**src/rtl/wpr_pkg.sv**
```systemverilog
package wpr_pkg;

    typedef enum logic [1:0] {
        ST_WAIT_REST = 2'd0,
        ST_IDLE      = 2'd1,
        ST_RECV      = 2'd2,
        ST_CHECK     = 2'd3
    } rx_state_e;

    typedef struct packed {
        logic one;
        logic zero;
    } wire_pair_t;

    function automatic logic pair_at_rest(wire_pair_t p);
        return !(p.one || p.zero);
    endfunction

    function automatic logic pair_any(wire_pair_t p);
        return p.one || p.zero;
    endfunction

    function automatic logic pair_both(wire_pair_t p);
        return p.one && p.zero;
    endfunction

endpackage

```
**src/rtl/wpr_pair_sync.sv**
```systemverilog
module wpr_pair_sync
    import wpr_pkg::*;
#(
    parameter int STAGES = 2
) (
    input  logic       clk,
    input  logic       rst,
    input  wire_pair_t raw,
    output wire_pair_t level,
    output wire_pair_t chg
);

    wire_pair_t stage_q [STAGES];
    wire_pair_t prev_q;

    for (genvar i = 0; i < STAGES; i++) begin : g_stage
        if (i == 0) begin : g_first
            always_ff @(posedge clk) begin
                if (rst) stage_q[i] <= '0;
                else     stage_q[i] <= raw;
            end
        end else begin : g_next
            always_ff @(posedge clk) begin
                if (rst) stage_q[i] <= '0;
                else     stage_q[i] <= stage_q[i-1];
            end
        end
    end

    always_ff @(posedge clk) begin
        if (rst) prev_q <= '0;
        else     prev_q <= stage_q[STAGES-1];
    end

    assign level = stage_q[STAGES-1];
    assign chg   = wire_pair_t'(stage_q[STAGES-1] ^ prev_q);

endmodule

```
**src/rtl/wpr_token_shift.sv**
```systemverilog
module wpr_token_shift #(
    parameter int BITS = 9
) (
    input  logic            clk,
    input  logic            rst,
    input  logic            load,
    input  logic            first,
    input  logic            bit_in,
    output logic [BITS-1:0] word
);

    always_ff @(posedge clk) begin
        if (rst) begin
            word <= '0;
        end else if (load) begin
            if (first) word <= {{(BITS-1){1'b0}}, bit_in};
            else       word <= {word[BITS-2:0], bit_in};
        end
    end

endmodule

```
**src/rtl/wpr_rx_ctrl.sv**
```systemverilog
module wpr_rx_ctrl
    import wpr_pkg::*;
#(
    parameter int BITS       = 9,
    parameter int IDLE_LIMIT = 64
) (
    input  logic       clk,
    input  logic       rst,
    input  wire_pair_t level,
    input  wire_pair_t chg,
    output logic       shift_en,
    output logic       shift_first,
    output logic       bit_val,
    output logic       emit,
    output logic       emit_err,
    output rx_state_e  state_q
);

    localparam int CNT_W = $clog2(BITS + 1);
    localparam int QW    = (IDLE_LIMIT > 2) ? $clog2(IDLE_LIMIT) : 1;
    localparam logic [CNT_W-1:0] LAST_BIT = CNT_W'(BITS - 1);
    localparam logic [QW-1:0]    LAST_Q   = QW'(IDLE_LIMIT - 1);

    rx_state_e        state_d;
    logic [CNT_W-1:0] bits_q, bits_d;
    logic [QW-1:0]    quiet_q, quiet_d;

    assign bit_val = chg.one;

    always_comb begin
        state_d     = state_q;
        bits_d      = bits_q;
        quiet_d     = quiet_q;
        shift_en    = 1'b0;
        shift_first = 1'b0;
        emit        = 1'b0;
        emit_err    = 1'b0;
        unique case (state_q)
            ST_WAIT_REST: begin
                if (pair_at_rest(level)) state_d = ST_IDLE;
            end
            ST_IDLE: begin
                if (pair_any(chg)) begin
                    if (pair_both(chg)) begin
                        emit     = 1'b1;
                        emit_err = 1'b1;
                        state_d  = ST_WAIT_REST;
                    end else begin
                        shift_en    = 1'b1;
                        shift_first = 1'b1;
                        bits_d      = CNT_W'(1);
                        quiet_d     = '0;
                        state_d     = ST_RECV;
                    end
                end
            end
            ST_RECV: begin
                if (pair_any(chg)) begin
                    if (pair_both(chg)) begin
                        emit     = 1'b1;
                        emit_err = 1'b1;
                        state_d  = ST_WAIT_REST;
                    end else begin
                        shift_en = 1'b1;
                        quiet_d  = '0;
                        if (bits_q == LAST_BIT) state_d = ST_CHECK;
                        else                    bits_d  = bits_q + CNT_W'(1);
                    end
                end else if (quiet_q == LAST_Q) begin
                    state_d = ST_WAIT_REST;
                end else begin
                    quiet_d = quiet_q + QW'(1);
                end
            end
            ST_CHECK: begin
                if (pair_any(chg)) begin
                    emit = 1'b1;
                    if (pair_at_rest(level)) begin
                        state_d = ST_IDLE;
                    end else begin
                        emit_err = 1'b1;
                        state_d  = ST_WAIT_REST;
                    end
                end else if (quiet_q == LAST_Q) begin
                    state_d = ST_WAIT_REST;
                end else begin
                    quiet_d = quiet_q + QW'(1);
                end
            end
            default: state_d = ST_WAIT_REST;
        endcase
    end

    always_ff @(posedge clk) begin
        if (rst) begin
            state_q <= ST_WAIT_REST;
            bits_q  <= '0;
            quiet_q <= '0;
        end else begin
            state_q <= state_d;
            bits_q  <= bits_d;
            quiet_q <= quiet_d;
        end
    end

endmodule

```
**src/rtl/wirepair_token_rx.sv**
```systemverilog
module wirepair_token_rx
    import wpr_pkg::*;
#(
    parameter int DATA_BITS   = 8,
    parameter int SYNC_STAGES = 2,
    parameter int IDLE_LIMIT  = 64
) (
    input  logic                 clk,
    input  logic                 rst,
    input  logic                 zero_wire,
    input  logic                 one_wire,
    output logic                 tok_valid,
    output logic [DATA_BITS-1:0] tok_data,
    output logic                 tok_ctrl,
    output logic                 tok_err
);

    localparam int TOKEN_BITS = DATA_BITS + 1;

    wire_pair_t            raw;
    wire_pair_t            level;
    wire_pair_t            chg;
    logic                  shift_en;
    logic                  shift_first;
    logic                  bit_val;
    logic                  emit;
    logic                  emit_err;
    rx_state_e             state;
    logic [TOKEN_BITS-1:0] word;

    assign raw.one  = one_wire;
    assign raw.zero = zero_wire;

    wpr_pair_sync #(.STAGES(SYNC_STAGES)) u_sync (
        .clk   (clk),
        .rst   (rst),
        .raw   (raw),
        .level (level),
        .chg   (chg)
    );

    wpr_rx_ctrl #(.BITS(TOKEN_BITS), .IDLE_LIMIT(IDLE_LIMIT)) u_ctrl (
        .clk         (clk),
        .rst         (rst),
        .level       (level),
        .chg         (chg),
        .shift_en    (shift_en),
        .shift_first (shift_first),
        .bit_val     (bit_val),
        .emit        (emit),
        .emit_err    (emit_err),
        .state_q     (state)
    );

    wpr_token_shift #(.BITS(TOKEN_BITS)) u_shift (
        .clk    (clk),
        .rst    (rst),
        .load   (shift_en),
        .first  (shift_first),
        .bit_in (bit_val),
        .word   (word)
    );

    always_ff @(posedge clk) begin
        if (rst) begin
            tok_valid <= 1'b0;
            tok_err   <= 1'b0;
            tok_data  <= '0;
            tok_ctrl  <= 1'b0;
        end else begin
            tok_valid <= emit;
            tok_err   <= emit && emit_err;
            if (emit && !emit_err) {tok_data, tok_ctrl} <= word;
            else                   {tok_data, tok_ctrl} <= '0;
        end
    end

endmodule

```
**config.mk**
```make
export PLATFORM = sky130hd
export DESIGN_NAME = wirepair_token_rx
export DESIGN_NICKNAME = d
export VERILOG_FILES = /design/src/rtl/wpr_pkg.sv /design/src/rtl/wpr_pair_sync.sv /design/src/rtl/wpr_token_shift.sv /design/src/rtl/wpr_rx_ctrl.sv /design/src/rtl/wirepair_token_rx.sv
export SDC_FILE = /design/constraint.sdc
export NUM_CORES = 1
export LEC_CHECK = 0
export ABC_AREA = 1
export BUFFER_PORTS_ARGS = -buffer_cell sky130_fd_sc_hd__buf_2
export CAP_MARGIN = 20
export CORE_MARGIN = 2
export CORE_UTILIZATION = 48
export DETAILED_ROUTE_END_ITERATION = 7
export GPL_TIMING_DRIVEN = 0
export PLACE_DENSITY_LB_ADDON = 0.12
export RECOVER_POWER = 50
export SYNTH_ARGS = -nofsm -noshare
export SYNTH_HDL_FRONTEND = slang
export SYNTH_SLANG_ARGS = --single-unit
```
**constraint.sdc**
```tcl
create_clock -name clk -period 2.35 [get_ports clk]
set_input_delay 0.1175 -clock clk [delete_from_list [all_inputs] [get_ports clk]]
set_output_delay 0.1175 -clock clk [all_outputs]
set_load 0.1 [all_outputs]
```
==> reports/metrics.cfg, run 1 <==
[synthesis]
yosys_warnings=0
syn_nets=248
async_flop_share_pct=0
synth_area_um2=1762
synth-seq-area-share_pct=43.18
ys.flop_type=dfxtp_1
yosys.area.top_type_share_pct=43.18
synth.largest_area_cell=dfxtp_1
synth_edf_count=0
syn_inst=234
ys_ff_latch=38
ys_top_cells_by_area=dfxtp_1 (43%), nand2_1 (8.9%), inv_1 (8.3%)
synth_area_per_cell_um2=7.529
synthTopCellsByCount=nand2_1 (42), inv_1 (39), dfxtp_1 (38)
synth_cell_types=25
yosysMostFrequentCell=nand2_1

[clock_tree]
cts_setup_buffers=0
cts_root_buffer=clkbuf_8
cts_resized=0
hold_buffers=0
htree_levels=2
cts_buffer_depth=2
cts_buffers=5
insertion_delay_ns=0.28
cts.sinks=38
clk_pin_slew_worst_paths_ns=0.07
cts_tree=built

[pwr]
seqPwrFrac_pct=48.3
p_leak_nw=0.8517
net-switching-power_w=0.0004482
p_comb_share_pct=20.0
peakVddDrop_mv=0.4109
p_per_area_nw_per_um2=742.3
p_int_w=0.001012
p_sw_share_pct=30.70
p_clk_share_pct=31.7

[global_route]
grt_remaining_overflow=0
grt_max_degree=13
antenna_found_initial=0
grt_pass1_vias=1300
grt_first_pass_wirelength_um=5782
grtUsageTotal_pct=17.87

[finish]
drive_gt1_share_pct=10.55
n_fill_cell=362
antenna_cells=0
stdcell_area_um2=1967
areaGrowthSynthToFinish_pct=11.65
nets=269

[sta]
period_needed_ns=1.938
setup_viol=0
fin_setup_tns_ns=0
slew_violations=0
hold_viol=0
clock.fmax_ghz=0.5160
rsz0062_at_grt=false
max-slew-margin-rel_pct=22.47
worst_pin_slew_ns=1.168
fin_crit_sh_pct=82.46
fin_skew_ns=0.003080

[place]
place_area_um2=1892
portBuffers=14
gp_congestion=0.8526
hpwl_um=2384

[critical_path]
crit_fanout=9
r2r_cells=10
crit_path_start_kind=flip-flop
arrival_ns=2.16
cp-end-kind=flip-flop
crit_type=reg -> reg
required_ns=2.57

[floorplanning]
die_h_um=64.58
die_x_um=64.58
rows=22
ios=15
start_util_pct=48.85
coreArea_um2=3606
die_area_um2=4171

[detailed_routing]
detail_route.iter0.violations=45
drt-total-wl_um=3130
first_pass_iters=4
wl_per_cell_um=10.30
vias=1420
drc=0
route.antenna.remaining_nets=0
vias_per_cell=4.671

[job]
drv_cap=0

[min_path]
hold_path.class=in -> reg
holdPathStages=3

[outcome]
status=completed

## through the flow
| step | std cells | hold WS, ns | total power (W) | util [%] | worst slack [ns] |
|---|---|---|---|---|---|
| finish | 304 | 0.02961 | 0.001460 | 54.55 | 0.4121 |
| global route | 304 | 0.02474 | 0.001570 | 54.55 | 0.2336 |
| CTS | 304 | 0.01789 | 0.001486 | 55.10 | 0.4484 |
| detailed placement | 296 | 0.3268 | 0.001014 | 52.46 | 0.4722 |
| global placement | 296 | 0.3147 | 0.001013 | 52.46 | 0.5016 |
| floorplan | 234 | 0.1960 | 0.0009499 | - | 0.7490 |
## worst max-delay path, stage by stage (launching register included)
cell,delay [ns]
dfxtp_1,0.39
xor2_1,0.29
inv_1,0.08
ha_1,0.27
inv_1,0.12
nand2_1,0.11
nand2_1,0.07
nand3_1,0.09
inv_1,0.09
nand2_1,0.20
nor2_1,0.15
## final timing paths
kind | startpoint | to | slack (ns)
setup / recovery | u_sync.stage_q[1][1] | tok_data[1] | 0.41
hold / removal | one_wire | u_sync.stage_q[0][1] | 0.03
setup reg to reg | u_sync.stage_q[1][1] | tok_data[1] | 0.41
hold reg to reg | u_sync.stage_q[0][0] | u_sync.stage_q[1][0] | 0.40
## cell type report
class	instances	area (um^2)	area share, %
Buffer	4	20.02	1.018
Clock buffer	6	82.58	4.198
Clock inverter	2	12.51	0.6361
Inverter	44	165.2	8.397
Multi-Input combinational cell	148	810.8	41.22
Sequential cell	38	760.7	38.68
Tap cell	48	60.06	3.053
Timing Repair Buffer	14	55.05	2.799
## layer usage
metal  vias up  routed length (um)  GRT usage, %
li1        776                   -             -
met1       624                1705         25.52
met2        18                1318         26.30
met3         2                  94         5.208
met4         0                  11         4.787
met5         -                   0             0
## cells by family (layout without fill, tap and decap cells)
logic type      Yosys count  count (layout)  share of synthesized area (%)
compound gates           39              39                          12.85
xor+xnor                  3               3                          1.492
fa+ha+maj                10              10                          7.102
buf+inv                  48              70                          10.51
flops                    38              38                          43.18
simple gates             96              96                          24.86
## cells in the final DEF (no fill, tap or decap), drive strengths merged, types with 3 or more instances in the layout
cell type / n
nand3: 13
dfxtp: 38
buf: 4
nor2: 29
clkbuf: 20
o21ai: 8
ha: 10
nand2: 49
inv: 44
a211oi: 9
a21oi: 20
nor3: 3
## sequential cells by signal, summed over array words and instances (netlist names)
register and count:
tok_valid 1, u_ctrl.state_q 2, u_ctrl.bits_q 4, u_sync.prev_q 2, tok_err 1, u_shift.word 9, u_ctrl.quiet_q 6, tok_data 8
tok_ctrl 1, u_sync.stage_q 4
## power by group through the flow
stage / sequential, W / clock [W] / combinational (W)
final: 0.000705 / 0.000463 / 0.000292
after global placement: 0.000720 / 0 / 0.000293
after CTS: 0.000705 / 0.000487 / 0.000294
after global routing: 0.000710 / 0.000517 / 0.000342
after floorplan: 0.000717 / 0 / 0.000233
after detailed placement: 0.000720 / 0 / 0.000293
Note: power is estimated with default switching activity, not from simulation.
==> run 2, diff against run 1 <==
clock period = 1.8 ns   (was 2.35 ns; I/O delays follow)
==> run 2 against run 1 <==
  * Power grew 32%
  * Routed wire length is 3.1% higher
  * Core utilization up 1.9 points
  * Worst setup slack worse by 0.25 ns
  * Final area grew 3.6%
  * Die area stayed put
  * Clock skew is 0.0010 ns higher
==> reports/metrics.cfg, run 2 (synthesis results as in run 1) <==
[outcome]
status=completed

[clock_tree]
htree_levels=2
insertion_delay_ns=0.28
cts_buffer_depth=2
cts.sinks=38
cts_setup_buffers=0
cts_buffers=5
cts_tree=built
clk_pin_slew_worst_paths_ns=0.07
cts_root_buffer=clkbuf_8

[sta]
rsz0062_at_grt=false
slew_violations=0
period_needed_ns=1.635
fin_setup_tns_ns=0
fin_crit_sh_pct=90.82
hold_viol=0
setup_viol=0
max-slew-margin-rel_pct=22.97
fin_skew_ns=0.004091
clock.fmax_ghz=0.6117
worst_pin_slew_ns=1.160

[critical_path]
crit_path_start_kind=flip-flop
crit_type=reg -> reg
startpoint=u_sync.stage_q[1][1]
crit_fanout=10
arrival_ns=1.83
cp-end-kind=flip-flop
required_ns=2.00
worstReg2RegStart=u_sync.stage_q[1][1]

[global_route]
grt_pass1_vias=1335
grt_first_pass_wirelength_um=5871
grt_remaining_overflow=0
grtUsageTotal_pct=18.13
grt_max_degree=13
antenna_found_initial=0

[pwr]
p_per_area_nw_per_um2=947.0
power_w=0.001929
p_leak_nw=0.8766
peakVddDrop_mv=0.5444

[place]
hpwl_um=2384
portBuffers=14
gp_congestion=0.8526

[detailed_routing]
first_pass_iters=5
vias=1460
drc=0
vias_per_cell=4.771
detail_route.iter0.violations=46
route.antenna.remaining_nets=0
drt-total-wl_um=3226
wl_per_cell_um=10.54

[finish]
drive_gt1_share_pct=15.12
ff_latch_area_um2=765.7
final_common_cell=nand2_1
multi_input_area_um2=849.6
layout_common_cells=nand2_1 (41), inv_1 (39), dfxtp_1 (36)
largest_register_ffs=9
areaGrowthSynthToFinish_pct=15.62
nets=271
antenna_cells=0
n_fill_cell=349
top_regs=u_shift.word (9), tok_data (8), u_ctrl.quiet_q (6)
top_register=u_shift.word

[floorplanning]
rows=22
die_x_um=64.58
ios=15
start_util_pct=48.85
coreArea_um2=3606
die_area_um2=4171
die_h_um=64.58

[min_path]
min_from=rst
hold_path.class=in -> reg

[job]
drv_cap=0

-- run 2: final timing paths --
kind | slack [ns] | endpoint | depth (start not counted)
max | 0.17 | u_shift.word[7] | 6
min | 0.07 | u_shift.word[6] | 2
max reg2reg | 0.17 | u_shift.word[7] | 6
min reg2reg | 0.40 | u_sync.stage_q[1][1] | 2
-- run 2: layout make-up --
| type | count | area share (%) |
|---|---|---|
| well taps | 48 | 2.948 |
| multi-input cells | 148 | 41.71 |
| repair buffers | 16 | 3.870 |
| clock inverters | 2 | 0.6143 |
| clock buffers | 6 | 4.054 |
| flip-flops and latches | 38 | 37.59 |
| inverters | 44 | 8.108 |
| plain buffers | 4 | 1.106 |
-- run 2: worst max-delay path: stages, from the launching register on --
cell and delay [ns]:
dfxtp_4 0.39, xor2_4 0.19, inv_1 0.07, ha_2 0.33, nand2_2 0.12, clkbuf_4 0.22, a211oi_1 0.23
-- run 2: report_power, final --
part | switching, W | internal, W | leakage, nW | total (W)
clock network | 0.000293 | 0.000308 | 0.0472 | 0.000601
registers | 0.0000311 | 0.000890 | 0.310 | 0.000922
logic | 0.000272 | 0.000135 | 0.520 | 0.000406
total | 0.000596 | 0.00133 | 0.877 | 0.00193
-- run 2: through the flow --
step | utilization (%) | instances | cell area [um^2] | setup slack, ns | hold slack (ns)
2_1_floorplan | - | 234 | 1762 | 0.1990 | 0.1685
3_3_place_gp | 52.46 | 296 | 1892 | -0.04843 | 0.2872
3_5_place_dp | 52.46 | 296 | 1892 | -0.07779 | 0.2993
4_1_cts | 55.93 | 306 | 2017 | 0.009908 | 0.004595
5_1_grt | 56.49 | 306 | 2037 | 0.008557 | 0.08704
6_report | 56.49 | 306 | 2037 | 0.1653 | 0.06557
-- run 2: what timing repair did --
action / CTS / global route
hold buffers: 2 / 0
endpoints found under the hold margin: 2 / 0
resized for setup: 2 / 8
endpoints found under the setup margin: 13 / 29
pin swaps: 0 / 1
-- run 2: metal layers --
metal	routed length [um]	GRT usage [%]	share of wire, %	vias to the layer above
li1	-	-	-	783
met1	1747	25.44	54	656
met2	1373	26.95	43	19
met3	93	5.556	2.9	2
met4	11	5.053	0.34	0
met5	0	0	0	-
